==> src/rtl/esb_pkg.sv <==
package esb_pkg;
  localparam int OFF_W = 12;
  localparam logic [OFF_W-1:0] OFF_EOI_LD = 12'h000;
  localparam logic [OFF_W-1:0] OFF_EOI_ST = 12'h400;
  localparam logic [OFF_W-1:0] OFF_UNMASK = 12'hC00;
  localparam logic [OFF_W-1:0] OFF_MASK   = 12'hD00;
  localparam logic [1:0] PQ_IDLE = 2'b00;
  localparam logic [1:0] PQ_OFF  = 2'b01;
  localparam logic [1:0] PQ_PEND = 2'b10;
  localparam logic [1:0] PQ_QUE  = 2'b11;

  typedef enum logic [2:0] {
    OP_NONE, OP_TRIG, OP_UNMASK, OP_MASK, OP_EOI_LD, OP_EOI_ST, OP_PEEK
  } esb_op_e;
endpackage

==> src/rtl/esb_decode.sv <==
module esb_decode
  import esb_pkg::*;
(
  input  logic             req_i,
  input  logic             wr_i,
  input  logic             trig_page_i,
  input  logic [OFF_W-1:0] off_i,
  output esb_op_e          op_o
);
  always_comb begin
    op_o = OP_NONE;
    if (req_i) begin
      if (trig_page_i) begin
        op_o = wr_i ? OP_TRIG : OP_PEEK;
      end else if (wr_i) begin
        op_o = (off_i == OFF_EOI_ST) ? OP_EOI_ST : OP_NONE;
      end else begin
        unique case (off_i)
          OFF_EOI_LD: op_o = OP_EOI_LD;
          OFF_UNMASK: op_o = OP_UNMASK;
          OFF_MASK:   op_o = OP_MASK;
          default:    op_o = OP_PEEK;
        endcase
      end
    end
  end
endmodule

==> src/rtl/esb_pq_cell.sv <==
module esb_pq_cell
  import esb_pkg::*;
(
  input  logic       sel_i,
  input  esb_op_e    op_i,
  input  logic [1:0] pq_i,
  output logic [1:0] pq_o,
  output logic       fwd_o
);
  always_comb begin
    pq_o  = pq_i;
    fwd_o = 1'b0;
    if (sel_i) begin
      unique case (op_i)
        OP_TRIG: begin
          if (pq_i == PQ_IDLE) begin
            pq_o  = PQ_PEND;
            fwd_o = 1'b1;
          end else if (pq_i == PQ_PEND) begin
            pq_o = PQ_QUE;
          end
        end
        OP_EOI_LD, OP_EOI_ST: begin
          // retire P; a queued event becomes the new pending one
          if (pq_i[1]) begin
            pq_o  = {pq_i[0], 1'b0};
            fwd_o = pq_i[0];
          end
        end
        OP_UNMASK: pq_o = PQ_IDLE;
        OP_MASK:   pq_o = PQ_OFF;
        default:   ;
      endcase
    end
  end
endmodule

==> src/rtl/esb_pq_ctrl.sv <==
module esb_pq_ctrl
  import esb_pkg::*;
#(
  parameter int NUM_SRC = 8,
  localparam int SRC_W = (NUM_SRC > 1) ? $clog2(NUM_SRC) : 1
) (
  input  logic             clk_i,
  input  logic             rst_ni,
  input  logic             req_i,
  input  logic             wr_i,
  input  logic             trig_page_i,
  input  logic [SRC_W-1:0] src_i,
  input  logic [OFF_W-1:0] off_i,
  output logic             rsp_valid_o,
  output logic [1:0]       rsp_pq_o,
  output logic             fwd_o,
  output logic [SRC_W-1:0] fwd_src_o
);
  esb_op_e                  op;
  logic                     src_ok;
  logic [NUM_SRC-1:0][1:0]  pq_q, pq_d;
  logic [NUM_SRC-1:0]       cell_fwd;
  logic [1:0]               cur_pq;

  esb_decode i_decode (
    .req_i      (req_i),
    .wr_i       (wr_i),
    .trig_page_i(trig_page_i),
    .off_i      (off_i),
    .op_o       (op)
  );

  assign src_ok = ({1'b0, src_i} < (SRC_W+1)'(NUM_SRC));
  assign cur_pq = src_ok ? pq_q[src_i] : PQ_OFF;

  for (genvar g = 0; g < NUM_SRC; g++) begin : g_src
    esb_pq_cell i_cell (
      .sel_i(src_ok && (src_i == SRC_W'(g))),
      .op_i (op),
      .pq_i (pq_q[g]),
      .pq_o (pq_d[g]),
      .fwd_o(cell_fwd[g])
    );

    always_ff @(posedge clk_i or negedge rst_ni) begin
      if (!rst_ni) pq_q[g] <= PQ_OFF;
      else         pq_q[g] <= pq_d[g];
    end
  end

  always_ff @(posedge clk_i or negedge rst_ni) begin
    if (!rst_ni) begin
      rsp_valid_o <= 1'b0;
      rsp_pq_o    <= PQ_OFF;
      fwd_o       <= 1'b0;
      fwd_src_o   <= '0;
    end else begin
      rsp_valid_o <= req_i && !wr_i && src_ok;
      if (req_i && !wr_i && src_ok) rsp_pq_o <= cur_pq;
      fwd_o <= |cell_fwd;
      if (|cell_fwd) fwd_src_o <= src_i;
    end
  end
endmodule

==> config.mk <==
export PLATFORM = sky130hd
export DESIGN_NAME = esb_pq_ctrl
export DESIGN_NICKNAME = d
export VERILOG_FILES = /design/src/rtl/esb_pkg.sv /design/src/rtl/esb_decode.sv /design/src/rtl/esb_pq_cell.sv /design/src/rtl/esb_pq_ctrl.sv
export SDC_FILE = /design/constraint.sdc
export NUM_CORES = 1
export LEC_CHECK = 0
export ABC_AREA = 0
export BUFFER_PORTS_ARGS = -buffer_cell sky130_fd_sc_hd__buf_2
export CAP_MARGIN = 40
export CORE_UTILIZATION = 55
export DETAILED_ROUTE_END_ITERATION = 8
export PLACE_DENSITY = 0.74
export SLEW_MARGIN = 0
export SYNTH_ARGS = -nofsm -noshare
export SYNTH_HDL_FRONTEND = slang
export SYNTH_HIERARCHICAL = 1
export SYNTH_SLANG_ARGS = --single-unit
==> constraint.sdc <==
create_clock -name clk_i -period 2.2 [get_ports clk_i]
set_input_delay 0.11 -clock clk_i [delete_from_list [all_inputs] [get_ports clk_i]]
set_output_delay 0.11 -clock clk_i [all_outputs]
set_load 0.005 [all_outputs]
After elaboration in Yosys (flattened, before gate mapping)
Cells that the tools add are included.
{"block": "totals", "reg_bits": 23, "out_inout_bits": 7}
{"block": "classes", "order_cmp": 1, "eq_ne": 39, "n_mux": 72, "reduce_logical": 31}
{"cell": "case mux 2 bit (4 select lines)", "count": 8}
{"cell": "2-to-1 mux 2 bit", "count": 25}
{"cell": "AND reduction 4 bit", "count": 8}
{"cell": "== test 12 bit (second input constant)", "count": 2}
{"cell": "2-to-1 mux 1 bit", "count": 24}
{"cell": "inequality test 3 x 1 -> 1 bit (second input constant)", "count": 8}
{"cell": "AND reduction 3 bit", "count": 8}
{"cell": "== test 3 bit (second input constant)", "count": 6}
{"cell": "== test 2 bit (second input constant)", "count": 8}
{"cell": "zero test 2 bit", "count": 8}
{"cell": "inequality test 2 bit (second input constant)", "count": 8}
{"cell": "case mux 1 bit (2 select lines)", "count": 8}
{"cell": "2-to-1 mux 3 bit", "count": 5}
{"cell": "== test 12 x 11 -> 1 bit (second input constant)", "count": 1}
{"cell": "== test 3 x 2 -> 1 bit (second input constant)", "count": 4}
{"cell": "zero test 12 bit", "count": 1}
{"cell": "case mux 3 bit (3 select lines)", "count": 1}
{"cell": "OR reduction 8 bit", "count": 1}
{"cell": "binary-select mux 2 bit (select 3 bit)", "count": 1}
{"cell": "== test 3 x 1 -> 1 bit (second input constant)", "count": 2}
{"cell": "< comparator 3 x 4 -> 1 bit (second input constant)", "count": 1}
{"cell": "nonzero test 4 bit", "count": 1}
{"cell": "zero test 3 bit", "count": 1}
{"cell": "OR reduction 2 bit", "count": 1}
{"cell": "2 further kinds", "count": 2}

Longest topological paths before layout
Gate-level depths: netlist (run 1).
{"block": "logic_depth", "ltp_word": 10, "depth_mapped": 9, "depth_no_buf": 9}

Modules after synthesis
Netlist (run 1), hierarchy kept.
{"module": "esb_pq_ctrl", "instances": 1, "cells_each": 58, "area_each_um2": 882.1}
{"module": "esb_pq_cell", "instances": 8, "cells_each": 16, "area_each_um2": 100.1}
{"module": "esb_decode", "instances": 1, "cells_each": 16, "area_each_um2": 116.4}

Worst setup path after synthesis (run 1)
No wires, ideal clock.
{"block": "synth_path", "path_kind": "input port to flip-flop", "start": "in off_i[7]", "end": "reg fwd_src_o[0]", "setup_time_ns": 0.125, "arrival_ns": 5.074, "t_required_ns": 2.075, "path_slack_ns": -2.999, "stages": 9, "path_cell_list": "or4_4 -> o41a_1 -> a311oi_1 -> and3_1 -> a31oi_1 -> nor2_1 -> nor4_1 -> nand2_1 -> mux2_2"}
{"block": "synth_via", "elab_chain_cells": 10}
{"item": "from (decl)", "line_no": "esb_pq_ctrl.sv:13", "rtl": "input logic [OFF_W-1:0] off_i,"}
{"item": "== test 12 bit, or another cell as far along", "line_no": "esb_decode.sv:18", "rtl": "unique case (off_i)"}
{"item": "case mux 3 bit (3 select lines) / 2-to-1 mux 3 bit (equally long branches)", "line_no": "esb_decode.sv:18, esb_decode.sv:16"}
{"item": "2-to-1 mux 3 bit (*)", "line_no": "esb_decode.sv:15", "rtl": "end else if (wr_i) begin"}
{"item": "2-to-1 mux 3 bit (*)", "line_no": "esb_decode.sv:13", "rtl": "if (trig_page_i) begin"}
{"item": "2-to-1 mux 3 bit (*)", "line_no": "esb_decode.sv:12", "rtl": "if (req_i) begin"}
{"item": "via op[2]", "line_no": "esb_pq_ctrl.sv:19", "rtl": "esb_op_e op;"}
{"item": "== test 3 bit", "line_no": "esb_pq_cell.sv:14", "rtl": "unique case (op_i)"}
{"item": "OR reduction 2 bit", "line_no": "esb_pq_cell.sv:14"}
{"item": "case mux 1 bit (2 select lines) (*)", "line_no": "esb_pq_cell.sv:14"}
{"item": "2-to-1 mux 1 bit (*)", "line_no": "esb_pq_cell.sv:13", "rtl": "if (sel_i) begin"}
{"item": "via cell_fwd[1]", "line_no": "esb_pq_ctrl.sv:22", "rtl": "logic [NUM_SRC-1:0] cell_fwd;"}
{"item": "OR reduction 8 bit (*)", "line_no": "esb_pq_ctrl.sv:61", "rtl": "if (|cell_fwd) fwd_src_o <= src_i;"}
{"item": "to (signal assigned)", "line_no": "esb_pq_ctrl.sv:61"}
{"item": "to (decl)", "line_no": "esb_pq_ctrl.sv:17", "rtl": "output logic [SRC_W-1:0] fwd_src_o"}
Mark *: on every way through the listed nets, which the timed path passes. The rest lies on a longest branch.
A chain may end at the register's enable or synchronous reset.

Final worst setup path (run 1)
{"block": "layout_path", "start": "in off_i[3]", "end": "reg fwd_src_o[2]"}
Same word-level chain as after synthesis.

==> results of run 1 <==
==> registers in the layout, indices dropped and copies added, names as in the netlist <==
register / cells
rsp_pq_o: 2
rsp_valid_o: 1
fwd_src_o: 3
fwd_o: 1
pq_q: 16
==> cell families (layout without fill, tap and decap cells) <==
group | count (synthesis) | in the layout | synth area share
AO/OA/AOI/OAI | 63 | 63 | 0.273
buffers and inverters | 15 | 94 | 0.0417
flip-flops | 23 | 23 | 0.326
multiplexers | 13 | 13 | 0.0883
AND/OR/NAND/NOR | 88 | 88 | 0.271
==> cell usage in the layout (no fill, tap or decap), types with 2 or more instances in the layout <==
cell,synthesis,final
sky130_fd_sc_hd__o21ai_0,9,9
sky130_fd_sc_hd__buf_6,1,5
sky130_fd_sc_hd__mux2i_1,8,8
sky130_fd_sc_hd__a31oi_1,16,16
sky130_fd_sc_hd__nor3b_1,4,4
sky130_fd_sc_hd__nor4_2,0,2
sky130_fd_sc_hd__or2_0,8,8
sky130_fd_sc_hd__mux4_2,2,2
sky130_fd_sc_hd__buf_4,0,45
sky130_fd_sc_hd__o22ai_1,8,8
sky130_fd_sc_hd__nand2_1,20,19
sky130_fd_sc_hd__and3_1,9,9
sky130_fd_sc_hd__dfstp_2,9,9
sky130_fd_sc_hd__clkbuf_4,0,3
sky130_fd_sc_hd__o21ai_2,8,8
sky130_fd_sc_hd__nand2b_2,8,8
sky130_fd_sc_hd__buf_2,0,27
sky130_fd_sc_hd__mux2_2,3,3
sky130_fd_sc_hd__nor3_1,10,10
sky130_fd_sc_hd__dfrtp_1,14,14
sky130_fd_sc_hd__o211a_1,8,8
sky130_fd_sc_hd__and3b_1,2,2
sky130_fd_sc_hd__inv_1,11,11
sky130_fd_sc_hd__nor2_4,0,3
sky130_fd_sc_hd__a211oi_2,8,9
sky130_fd_sc_hd__nor2_1,17,13
sky130_fd_sc_hd__o21ai_1,2,2
==> per-layer routing <==
| layer | track usage | vias to the layer above | routed length, µm |
|---|---|---|---|
| met1 | 0.392 | 930 | 2110 |
| met3 | 0.0371 | 8 | 257 |
| met4 | 0.0748 | 0 | 43 |
| li1 | - | 926 | - |
| met2 | 0.510 | 72 | 2400 |
| met5 | 0 | - | 0 |
==> worst min-delay path by stage <==
stage | slack [ns] | end | start | cells past startpoint
4_1_cts | 0.13 | rsp_valid_o | req_i | 3
3_3_place_gp | 0.11 | pq_q[5] | rst_ni | 1
5_1_grt | 0.16 | rsp_valid_o | req_i | 3
2_1_floorplan | -0.19 | fwd_o | rst_ni | 0
6_report | 0.15 | rsp_valid_o | req_i | 3
3_5_place_dp | 0.12 | pq_q[5] | rst_ni | 1
==> final cells by class <==
cell class / count / share of cell area
Clock inverter: 1 / 0.00302
Clock buffer: 3 / 0.00906
Sequential cell: 23 / 0.236
Tap cell: 44 / 0.0221
Multi-Input combinational cell: 164 / 0.490
Timing Repair Buffer: 79 / 0.223
Inverter: 11 / 0.0166
==> power groups by stage <==
stage / registers (W) / logic (W) / clock network, W
2_1_floorplan: 0.000553 / 0.000213 / 0
3_3_place_gp: 0.000563 / 0.000353 / 0
3_5_place_dp: 0.000568 / 0.000371 / 0
4_1_cts: 0.000561 / 0.000393 / 0.000217
5_1_grt: 0.000573 / 0.000442 / 0.000232
6_report: 0.000564 / 0.000403 / 0.000210
==> what timing repair did <==
item,CTS,global route
pin swaps,3,5
endpoints found under the hold margin,14,0
hold buffers,1,0
buffers inserted,6,3
gates resized for setup,13,4
setup endpoints to repair,4,4
gates cloned,2,0
==> metrics by stage <==
step / area (µm²) / cells / power (W) / TNS [ns]
2_1_floorplan: 1830 / 202 / 0.000766 / -12.25
3_3_place_gp: 2290 / 308 / 0.000916 / -2.82
3_5_place_dp: 2300 / 309 / 0.000939 / -3.03
4_1_cts: 2450 / 322 / 0.00117 / -0.882
5_1_grt: 2490 / 325 / 0.00125 / -1.61
6_report: 2490 / 325 / 0.00118 / -1.19
==> worst min-delay path: cells and delay by family <==
kind	cells	cell delay (ns)
simple gates	1	0.14
buf+inv	2	0.20
==> results_dict.tcl, run 1 <==
set metrics [dict create \
    num_vias 1936 \
    clk_pin_slew_worst_paths_ns 0.15 \
    outcome "finished with violations" \
    yosys_warnings 6 \
    timing.critical_path.max_delay_family "simple AND/OR/NAND/NOR gates" \
    timing_hold_violations_final 0 \
    seq_area_um2 587 \
    chipHeight_um 59.2 \
    synth_seq_area_share 0.326 \
    switching_power_w 0.000407 \
    relSlewSlack 0.628 \
    syn-instance-count 202 \
    synth_commonest_cells "sky130_fd_sc_hd__nand2_1 (20), sky130_fd_sc_hd__nor2_1 (17), sky130_fd_sc_hd__a31oi_1 (16)" \
    max_cap_viol_count 0 \
    maxClockFrequency_ghz 0.390 \
    core_mm2 0.00308 \
    finalHoldWorstSlack_ns 0.149 \
    async_reset_ff_frac 1.00 \
    timing.critical_path.fanout_max 5 \
    cp_cell_sequence "buf_2 -> or4_1 -> o41a_1 -> a311oi_4 -> buf_6 -> nor2_2 -> a31oi_1 -> nor2_1 -> nor4_2 -> nand2_2 -> mux2_2" \
    timing.critical_path.buf_inv 2 \
    multi_input_logic_area_mm2 0.00122 \
    syn-cell-area_mm2 0.00180 \
    rsz_0062_raised_after_global_routing "yes" \
    clockPowerShare 0.178 \
    fillerInstances 208 \
    period_needed_ns 2.57 \
    ir_drop_mv 0.347 \
    grt.overflow.total 0 \
    power.sequential.fraction 0.479 \
    drt_wl_total_mm 4.82 \
    die_width_um 59.2 \
    drt.antenna.violating_nets 0 \
    timing_max_transition_violations_final 0 \
    drive_above_1_share 0.470 \
    worstSetupEndpointType "flop" \
    post-dp-hpwl_mm 3.42 \
    postSynthAreaPerCell_um2 8.91 \
    startpoint_type "input port" \
    power.switching_fraction 0.346 \
    critPathSlowestCell "sky130_fd_sc_hd__or4_1" \
    clock_sinks 23 \
    setup-violations-final 4 \
    cts_tree "built" \
    vias_in_the_first_global_route 1792 \
    utilization 0.808 \
    timing_worst_setup_path_type "in2reg" \
    power.leakage_nw 1.12 \
    synth_area_leaders "sky130_fd_sc_hd__dfrtp_1 (19%), sky130_fd_sc_hd__dfstp_2 (13%), sky130_fd_sc_hd__a211oi_2 (5.6%)" \
    timing.critical_path.required_ns 2.41 \
    place_ws_ns -0.688 \
    worst_setup_path_end "fwd_src_o[2]" \
    combPwrFrac 0.342 \
    io_buffers 26 \
    regToRegEndpoint "fwd_src_o[2]" \
    worst_r2r_path_depth 6 \
    cp.depth 11 \
    grt_antenna_before_repair 0 \
    dr.pass1.iters 4 \
    number_of_placed_i_o_pins 27 \
    wl_per_cell_um 14.8 \
    worst_clock_skew_ns 0.0104 \
    avgViaCountPerCell 5.96 \
    worst-slew-pin-transition_ns 0.556 \
    critPathMaxStageDelay_ns 0.57 \
    synth_to_layout_area_growth_pct 38.2 \
    grt_pass1_wl_mm 7.98 \
    dieArea_mm2 0.00350 \
    tritoncts.num_buffers 3 \
    min_path_type "in2reg" \
    globalRouteTotalUtil 0.296 \
    route.detailed.drc 0 \
    clk_latency_ns 0.32 \
    final_worst_setup_slack_ns -0.367 \
    ctsLongestPathBuffers 2 \
    postSynth.topFlopCell "sky130_fd_sc_hd__dfrtp_1" \
    critical_path.startpoint "off_i[3]" \
    cts.htree.levels 1 \
    grt_max_degree 24 \
    library_cell_occupying_the_most_area_in_the_post_synthesis_netlist "sky130_fd_sc_hd__dfrtp_1" \
    crit-reg2reg-launch "pq_q[4]" \
    yosys.cell_types.count 36 \
    power_report.internal_total_w 0.000770 \
    finalNetCount 302 \
    number_of_enable_type_register_cells_in_the_synthesized_netlist 0 \
    gp_routability_congestion 0.845 \
    yosys_register_bits 23 \
    start_util 0.585 \
    reg2reg_slack_ns 0.38 \
    num_rows 20 \
    first_iter_violations 153 \
    arrival_time_at_the_worst_endpoint_ns 2.78 \
    net_count_synth 222 \
    power.density_cell_area_mw_per_mm2 473 \
    synth.most_common_cell "sky130_fd_sc_hd__nand2_1" \
    final.period_utilization 1.17 \
    clock_tree.root_cell "sky130_fd_sc_hd__clkbuf_4" \
    antenna_cells_inserted 0 \
    synth_top_cell_area_share 0.195 \
    violations "setup timing" \
]
Note: power is estimated with default switching activity, not from simulation.
==> run 2, diff against run 1 <==
ABC_AREA = 1   (was 0)
PLACE_DENSITY = 0.73   (was 0.74)
==> results_dict.tcl, run 2 <==
set metrics [dict create \
    setup_total_negative_slack_ns 0 \
    yosys.cell_types.count 21 \
    timing.critical_path.required_ns 2.35 \
    core_mm2 0.00366 \
    grt.overflow.total 0 \
    antenna_cells_inserted 0 \
    library_cell_occupying_the_most_area_in_the_post_synthesis_netlist "sky130_fd_sc_hd__nand2_1" \
    io_buffers 26 \
    utilization 0.655 \
    timing_max_transition_violations_final 0 \
    largest_reg_flops 16 \
    clock_sinks 23 \
    arrival_time_at_the_worst_endpoint_ns 1.94 \
    worst-slew-pin-transition_ns 0.530 \
    path_common_cell "sky130_fd_sc_hd__nand2_1" \
    clk_latency_ns 0.27 \
    clk_pin_slew_worst_paths_ns 0.09 \
    final_common_cell "sky130_fd_sc_hd__nand2_1" \
    period_needed_ns 1.79 \
    synth_top_cell_area_share 0.202 \
    avgViaCountPerCell 4.92 \
    worst_clock_skew_ns 0.00544 \
    wl_per_cell_um 10.4 \
    dieArea_mm2 0.00404 \
    largest-register "pq_q" \
    tritoncts.num_buffers 3 \
    start_util 0.570 \
    regToRegEndpoint "fwd_src_o[0]" \
    globalRouteTotalUtil 0.256 \
    num_rows 22 \
    timing_worst_setup_path_type "in2reg" \
    power.density_cell_area_mw_per_mm2 584 \
    timing.critical_path.buf_inv 3 \
    number_of_enable_type_register_cells_in_the_synthesized_netlist 0 \
    ctsLongestPathBuffers 2 \
    min_delay_path_depth 2 \
    max_cap_viol_count 0 \
    drive_above_1_share 0.204 \
    min_path_type "in2reg" \
    rsz_0062_raised_after_global_routing "no" \
    net_count_synth 384 \
    die_width_um 63.6 \
    worstSetupEndpointType "flop" \
    most-common-layout-cells "sky130_fd_sc_hd__nand2_1 (112), sky130_fd_sc_hd__inv_1 (58), sky130_fd_sc_hd__nor2_1 (56)" \
    postSynth.topFlopCell "sky130_fd_sc_hd__dfrtp_1" \
    syn-instance-count 364 \
    gp_routability_congestion 0.848 \
    route.detailed.drc 0 \
    maxClockFrequency_ghz 0.559 \
    synth_commonest_cells "sky130_fd_sc_hd__nand2_1 (112), sky130_fd_sc_hd__inv_1 (58), sky130_fd_sc_hd__nor2_1 (57)" \
    synth.most_common_cell "sky130_fd_sc_hd__nand2_1" \
    cp_cell_sequence "buf_2 -> nor2_1 -> nand2_1 -> nor2_4 -> nand2_1 -> nand2_1 -> nand2_1 -> nor2_1 -> buf_4 -> inv_1 -> nor2_1 -> nand4_1 -> a21boi_1 -> nor2_1 -> nand2_1 -> nor2_1 -> nand2_1 -> o21ai_0" \
    grt_pass1_wl_mm 8.37 \
    first_iter_violations 150 \
    clock_tree.root_cell "sky130_fd_sc_hd__clkbuf_8" \
    timing.critical_path.fanout_max 16 \
    setup-violations-final 0 \
    post-dp-hpwl_mm 3.67 \
    num_vias 2208 \
    ir_drop_mv 0.407 \
    synth_to_layout_area_growth_pct 14.9 \
    dr.pass1.iters 4 \
    worst_r2r_path_depth 7 \
    relSlewSlack 0.647 \
    hold_path_startpoint "wr_i" \
    synth_seq_area_share 0.281 \
    grt_max_degree 33 \
    grt_antenna_before_repair 0 \
    drt_wl_total_mm 4.68 \
    hold_end "rsp_valid_o" \
    yosys_register_bits 23 \
    finalHoldWorstSlack_ns 0.0903 \
    startpoint_type "input port" \
    final.period_utilization 0.813 \
    critPathSlowestCell "sky130_fd_sc_hd__buf_4" \
    crit-reg2reg-launch "pq_q[2]" \
    synth_area_leaders "sky130_fd_sc_hd__nand2_1 (20%), sky130_fd_sc_hd__dfrtp_1 (17%), sky130_fd_sc_hd__dfstp_2 (11%)" \
    cts_tree "built" \
    reg2reg_slack_ns 0.69 \
    syn-cell-area_mm2 0.00209 \
    power.leakage_nw 1.30 \
    finalNetCount 422 \
    async_reset_ff_frac 1.00 \
    timing.critical_path.max_delay_family "simple AND/OR/NAND/NOR gates" \
    drt.antenna.violating_nets 0 \
    reg_top3 "pq_q x16, fwd_src_o x3, rsp_pq_o x2" \
    power_w 0.00140 \
    outcome "finished, final reports clean" \
    postSynthAreaPerCell_um2 5.73 \
    timing_hold_violations_final 0 \
    cts.htree.levels 1 \
    number_of_placed_i_o_pins 27 \
    yosys_warnings 6 \
    chipHeight_um 63.6 \
    vias_in_the_first_global_route 2048 \
    critPathMaxStageDelay_ns 0.22 \
]
-- run 2: cell types whose count changed after synthesis, sizes merged, moves of 15 or more --
cell	previous run	this run
nor2	17	66
a31oi	16	1
inv	11	66
nand2	20	128
nand3	1	31
-- run 2: per-stage QoR --
step | instances | setup WS, ns | instance area (µm²)
2_1_floorplan | 364 | 0.132 | 2100
3_3_place_gp | 444 | 0.0735 | 2340
3_5_place_dp | 444 | 0.0877 | 2340
4_1_cts | 449 | 0.375 | 2390
5_1_grt | 449 | 0.0421 | 2400
6_report | 449 | 0.412 | 2400
-- run 2: worst reg2reg max path: cells and delay by family, from the launching register on --
kind                   cells  cell delay, ns
flip-flops                 1            0.57
AND/OR/NAND/NOR            4            0.54
AO/OA/AOI/OAI              2            0.20
buffers and inverters      1            0.07
-- run 2: cell type report --
class                   instances  area, µm²
clock buffers                   3       41.3
repair buffers                 35        213
fillers                       361       1260
multi-input cells             273       1240
flip-flops and latches         23        587
clock inverters                 1       5.00
well taps                      48       60.1
inverters                      66        248
-- run 2: repair_timing --
item / in CTS / in global routing
buffers inserted: 0 / 0
endpoints found under the setup margin: 0 / 2
hold buffers: 1 / 0
hold endpoints to repair: 14 / 0
resized for setup: 0 / 1
-- run 2: worst max path at each step --
| stage | startpoint | endpoint | slack [ns] | depth (start not counted) |
|---|---|---|---|---|
| final | off_i[1] | fwd_src_o[2] | 0.41 | 18 |
| after floorplan | off_i[1] | fwd_src_o[0] | 0.13 | 14 |
| after detailed placement | off_i[1] | fwd_src_o[2] | 0.09 | 18 |
| after global routing | off_i[7] | fwd_src_o[2] | 0.04 | 18 |
| after global placement | off_i[1] | fwd_src_o[2] | 0.07 | 18 |
| after CTS | off_i[1] | fwd_src_o[2] | 0.37 | 18 |
-- run 2: cells by family after synthesis --
logic type      Yosys count  synth area share
compound gates           36            0.0966
buf+inv                  68             0.131
flops                    23             0.281
simple gates            237             0.491
-- run 2: power breakdown --
group	internal, W	switching, W	total [W]
Sequential	0.000548	0.0000871	0.000635
Combinational	0.000188	0.000297	0.000486
Clock	0.000127	0.000154	0.000281
-- run 2: per-layer routing --
layer	part of all wire	wire, µm	track usage	vias to the layer above
li1	-	-	-	1193
met1	0.49	2280	0.335	959
met2	0.46	2170	0.451	54
met3	0.045	210	0.0272	2
met4	0.0045	21	0.0511	0
met5	0	0	0	-
